`src/rtl/slice_cfg_pkg.sv`:
```
package slice_cfg_pkg;
  typedef enum logic [1:0] {
    ST_ARM   = 2'd0,
    ST_PULSE = 2'd1,
    ST_RUN   = 2'd2,
    ST_LOCK  = 2'd3
  } seq_state_e;

  // address step, kept apart so the arithmetic is stated once
  function automatic logic [19:0] bump_addr(input logic [19:0] a);
    return a + 20'd1;
  endfunction
endpackage

```
`src/rtl/sync_bits.sv`:
```
module sync_bits #(
  parameter int W      = 1,
  parameter int STAGES = 2
) (
  input  logic         clk,
  input  logic         rst_n,
  input  logic [W-1:0] d,
  output logic [W-1:0] q
);
  logic [W-1:0] pipe [STAGES];

  always_ff @(posedge clk or negedge rst_n) begin
    if (!rst_n) begin
      for (int i = 0; i < STAGES; i++) pipe[i] <= '0;
    end else begin
      pipe[0] <= d;
      for (int i = 1; i < STAGES; i++) pipe[i] <= pipe[i-1];
    end
  end

  assign q = pipe[STAGES-1];
endmodule

```
`src/rtl/slice_seq.sv`:
```
module slice_seq
  import slice_cfg_pkg::*;
#(
  parameter int PULSE_LEN = 4
) (
  input  logic       clk,
  input  logic       rst_n,
  input  logic       done_s,
  input  logic       err_n,
  output seq_state_e state_o
);
  localparam int CW = $clog2(PULSE_LEN + 1);

  seq_state_e      st_q, st_d;
  logic [CW-1:0]   cnt_q;
  logic            pulse_last;

  assign pulse_last = (cnt_q == CW'(PULSE_LEN - 1));

  always_comb begin
    st_d = st_q;
    if (done_s)                st_d = ST_LOCK;
    else if (st_q == ST_LOCK)  st_d = ST_LOCK;
    else if (!err_n)           st_d = ST_ARM;
    else begin
      case (st_q)
        ST_ARM:   st_d = ST_PULSE;
        ST_PULSE: st_d = pulse_last ? ST_RUN : ST_PULSE;
        default:  st_d = st_q;
      endcase
    end
  end

  always_ff @(posedge clk or negedge rst_n) begin
    if (!rst_n) begin
      st_q  <= ST_ARM;
      cnt_q <= '0;
    end else begin
      st_q <= st_d;
      if (st_q == ST_ARM)        cnt_q <= '0;
      else if (st_q == ST_PULSE) cnt_q <= cnt_q + CW'(1);
    end
  end

  assign state_o = st_q;
endmodule

```
`src/rtl/slice_addr_ctr.sv`:
```
module slice_addr_ctr
  import slice_cfg_pkg::*;
#(
  parameter int          ADDR_W = 20,
  parameter logic [19:0] OFFSET = 20'h08000
) (
  input  logic              clk,
  input  logic              rst_n,
  input  logic              load,
  input  logic              step,
  output logic [ADDR_W-1:0] addr
);
  always_ff @(posedge clk or negedge rst_n) begin
    if (!rst_n)     addr <= OFFSET;
    else if (load)  addr <= OFFSET;
    else if (step)  addr <= bump_addr(addr);
  end
endmodule

```
`src/rtl/cfg_slice_addr_gen.sv`:
```
module cfg_slice_addr_gen
  import slice_cfg_pkg::*;
#(
  parameter int          ADDR_W    = 20,
  parameter logic [19:0] OFFSET    = 20'h08000,
  parameter int          PULSE_LEN = 4,
  parameter int          SYNC_N    = 2
) (
  input  logic              clk,
  input  logic              rst_n,
  input  logic              cfg_clk_fb,
  input  logic              done_in,
  input  logic              err_n,
  output logic [ADDR_W-1:0] addr_o,
  output logic              addr_oe,
  output logic              mem_cs_n,
  output logic              start_o
);
  logic [1:0] raw_in, sync_out;
  logic       done_s, cfg_s, cfg_prev;
  logic       cfg_rise, step_ev, load_ev;
  seq_state_e st;

  assign raw_in = {done_in, cfg_clk_fb};

  sync_bits #(.W(2), .STAGES(SYNC_N)) u_sync (
    .clk(clk), .rst_n(rst_n), .d(raw_in), .q(sync_out)
  );
  assign cfg_s  = sync_out[0];
  assign done_s = sync_out[1];

  always_ff @(posedge clk or negedge rst_n) begin
    if (!rst_n) cfg_prev <= 1'b0;
    else        cfg_prev <= cfg_s;
  end
  assign cfg_rise = cfg_s & ~cfg_prev;

  slice_seq #(.PULSE_LEN(PULSE_LEN)) u_seq (
    .clk(clk), .rst_n(rst_n), .done_s(done_s), .err_n(err_n), .state_o(st)
  );

  // named events for the checker
  assign load_ev = (st == ST_ARM);
  assign step_ev = (st == ST_RUN) & cfg_rise & ~done_s & err_n;

  slice_addr_ctr #(.ADDR_W(ADDR_W), .OFFSET(OFFSET)) u_ctr (
    .clk(clk), .rst_n(rst_n), .load(load_ev), .step(step_ev), .addr(addr_o)
  );

  assign start_o  = (st == ST_PULSE) | (st == ST_LOCK);
  assign mem_cs_n = (st == ST_LOCK);
  assign addr_oe  = (st != ST_LOCK);
endmodule

```
`config.mk`:
```
export PLATFORM = sky130hd
export DESIGN_NAME = cfg_slice_addr_gen
export DESIGN_NICKNAME = d
export VERILOG_FILES = /design/src/rtl/slice_cfg_pkg.sv /design/src/rtl/sync_bits.sv /design/src/rtl/slice_seq.sv /design/src/rtl/slice_addr_ctr.sv /design/src/rtl/cfg_slice_addr_gen.sv
export SDC_FILE = /design/constraint.sdc
export NUM_CORES = 1
export LEC_CHECK = 0
export ABC_CLOCK_PERIOD_IN_PS = 2800
export BUFFER_PORTS_ARGS = -buffer_cell sky130_fd_sc_hd__buf_4
export CAP_MARGIN = 0
export CORE_ASPECT_RATIO = 2
export CORE_UTILIZATION = 35
export CTS_BUF_LIST = sky130_fd_sc_hd__clkbuf_16
export CTS_CLUSTER_DIAMETER = 80
export DETAILED_ROUTE_END_ITERATION = 7
export HOLD_SLACK_MARGIN = 0.03
export PLACE_DENSITY = 0.54
export SLEW_MARGIN = 20
export SYNTH_ARGS = -nofsm -noshare
export SYNTH_HDL_FRONTEND = slang
export SYNTH_HIERARCHICAL = 1
export SYNTH_SLANG_ARGS = --single-unit
export TNS_END_PERCENT = 5
```
`constraint.sdc`:
```
create_clock -name clk -period 2.8 [get_ports clk]
set_input_delay 0.7 -clock clk [delete_from_list [all_inputs] [get_ports clk]]
set_output_delay 0.7 -clock clk [all_outputs]
set_load 0.005 [all_outputs]
```
==> results.toml <==
[timing]
holdWs_ps = 345.6
tns_ps = 0
final-setup-viol-count = 0
worstMarginPinSlew_ps = 417.4
fmax_mhz = 487.8
finalCritPeriodShare = 0.7322
final-hold-violation-count = 0
rsz0062_at_grt = "false"
timing.slew.headroom = 0.7194
period_needed_ps = 2050
fin_skew_ps = 2.971
finalMaxSlewViolations = 0

[clock_network]
clockRootBuffer = "clkbuf_16"
clock-sinks = 30
post_cts_buffers = 0
tritoncts = "built"
cts_max_path_buffers = 2
cts_resized = 0
cts_buffers = 5
clk_pin_slew_worst_paths_ps = 50
clock_latency_ps = 270
ctsHtreeMaxLevel = 2
ctsHoldBuffers = 0

[power]
switchingPower_mw = 0.2438
switching_share = 0.2283
internal-power_mw = 0.8243
power.total_mw = 1.068
clkPwrFrac = 0.462
power_per_cell_area_mw_per_mm2 = 571.4
max-vdd-ir-drop_v = 0.0003145
seqPwrFrac = 0.451
combPwrFrac = 0.086
leakage_nw = 0.8893

[synthesis]
ys_async_sr_fraction = 1.000
yosys_register_bits = 30
yosysMostFrequentCell = "dfrtp_1"
ys_warn_count = 6
synth_compound_area_frac = 0.1253
syn-num-nets = 149
ys.flop_type = "dfrtp_1"
synth_seq_area_share = 0.5089
ys_top_cells_by_area = "dfrtp_1, xor2_1, nand4_1"
synth_xor_xnor_area_share = 0.05927
yosys.area.top_type_share = 0.4911
synthSimpleGateAreaFrac = 0.2345
ys_types = 41
synth_adder_area_share = 0.02540
synth_top_family_by_area = "simple AND/OR/NAND/NOR gates"
synthMuxAreaShare = 0.006774
syn_inst = 141
synthTopCellsByCount = "dfrtp_1, nor2_1, nand2_1, a21oi_1"
synth.largest_area_cell = "dfrtp_1"
syn_avg_cell_area_um2 = 10.48
synth_edf_count = 0
synthesis.area_mm2 = 0.001478

[die]
die-area_mm2 = 0.004502
rows = 33
die_width_um = 47.95
die_h_um = 93.89
initial_core_util = 0.3615
ios = 28
coreArea_mm2 = 0.004088

[finish]
seq_area_um2 = 752.0
fillers = 389
diodes = 0
syn2layout_area_growth_pct = 26.50
final_layout_size_suffix_gt1_frac = 0.2849
nets = 179
multi_input_area_um2 = 666.9

[detailed_routing]
vias = 1157
dr.pass1.iters = 4
wl_met1_mm = 1.266
drc_errors = 0
wl_met3_um = 98
dr_wl_met2_mm = 1.711
wl_mm = 3.156
drt_iter0_drc = 31
top_layer = "met4"
drtAntennaViolNets = 0
wire_per_inst_um = 14.09
vias_per_cell = 5.165

[critical_path]
required_ps = 2990
cp-end-kind = "register"
start_kind = "input pin"
arrival_ps = 2240
path_class = "input pin to register"
crit_fanout = 6

[global_routing]
grt_overflow = 0
grt_pass1_wl_mm = 5.250
grt_pass1_vias = 1128
grt_max_degree = 31
grt_usage = 0.1687
antenna_found_initial = 0

[placement]
io_buffers = 27
routabilityCongestion = 0.7720
dp_hpwl_mm = 2.285

[run_status]
outcome = "finished, final reports clean"

[worst_hold_path]
hp-class = "input pin to async pin"

[job]
maxCapViolCount = 0
-- placed cells by master (no fill, tap or decap), types with 2 or more instances in the layout --
cell       instances
buf_4             30
dfrtp_1           29
nor2_1            12
nand2_1           11
a21oi_1            9
nand4_1            8
o21ai_0            8
inv_1              7
xor2_1             6
or3_1              6
clkbuf_16          5
xnor2_1            4
nand3_1            4
ha_1               3
o21ai_2            3
nor3_1             2
and3_1             2
-- worst max-delay path: stages --
cell and delay [ps]:
buf_4 90, nand4bb_1 110, nor3b_2 290, buf_4 200
o211a_1 170, nand4_1 110, or4_1 410, a21oi_1 150
-- metal layers --
layer  GRT usage  vias to the layer above
li1            -                      558
met1      0.1926                      571
met2      0.2691                       21
met3     0.04038                        7
met4     0.09722                        0
met5           0                        -
-- metrics by stage --
stage	cell area, um^2	std cells	setup slack (ps)	utilization
2_1_floorplan	1478	141	702.8	-
3_3_place_gp	1732	216	486.2	0.4236
3_5_place_dp	1732	216	456.1	0.4236
4_1_cts	1869	224	733.7	0.4573
5_1_grt	1869	224	585.1	0.4573
6_report	1869	224	749.8	0.4573
-- state kept, by name (all words and copies together), names as in the netlist --
register and count:
u_seq/state_o 2, u_ctr/addr 20, u_sync/pipe 2, u_sync/q 2, cfg_prev 1, u_seq/cnt_q 3
-- path summary, 6_finish.rpt --
check,startpoint,to,slack [ps],depth (start not counted)
worst min register to register,u_sync/pipe[2],u_sync/q[0],350,0
worst min-delay path,rst_n,u_ctr/addr[8],350,1
worst max-delay path,err_n,u_ctr/addr[14],750,8
max in group asynchronous,rst_n,u_ctr/addr[15],2120,1
min in group clk,u_sync/pipe[2],u_sync/q[0],350,0
worst max register to register,u_sync/q[1],u_ctr/addr[14],800,7
-- cells by family after synthesis --
family	count (synthesis)
AND/OR/NAND/NOR	57
flip-flops	30
AO/OA/AOI/OAI	27
buffers and inverters	13
XOR/XNOR	10
adder cells (fa/ha/maj)	3
multiplexers	1
-- layout make-up --
| type | instances | area share |
|---|---|---|
| clock buffer | 5 | 0.06693 |
| clock inverter | 3 | 0.006693 |
| inverter | 6 | 0.01205 |
| multi-input combinational | 98 | 0.3568 |
| sequential | 30 | 0.4023 |
| tap | 52 | 0.03481 |
| timing repair buffer | 30 | 0.1205 |
-- power by group through the flow --
stage          logic, mW  clock network [mW]  registers (mW)
2_1_floorplan     0.0615                   0           0.485
3_3_place_gp      0.0853                   0           0.487
3_5_place_dp      0.0934                   0           0.490
4_1_cts           0.0943               0.511           0.483
5_1_grt            0.104               0.531           0.485
6_report          0.0923               0.494           0.482
Power figures use the tool's default switching activity.
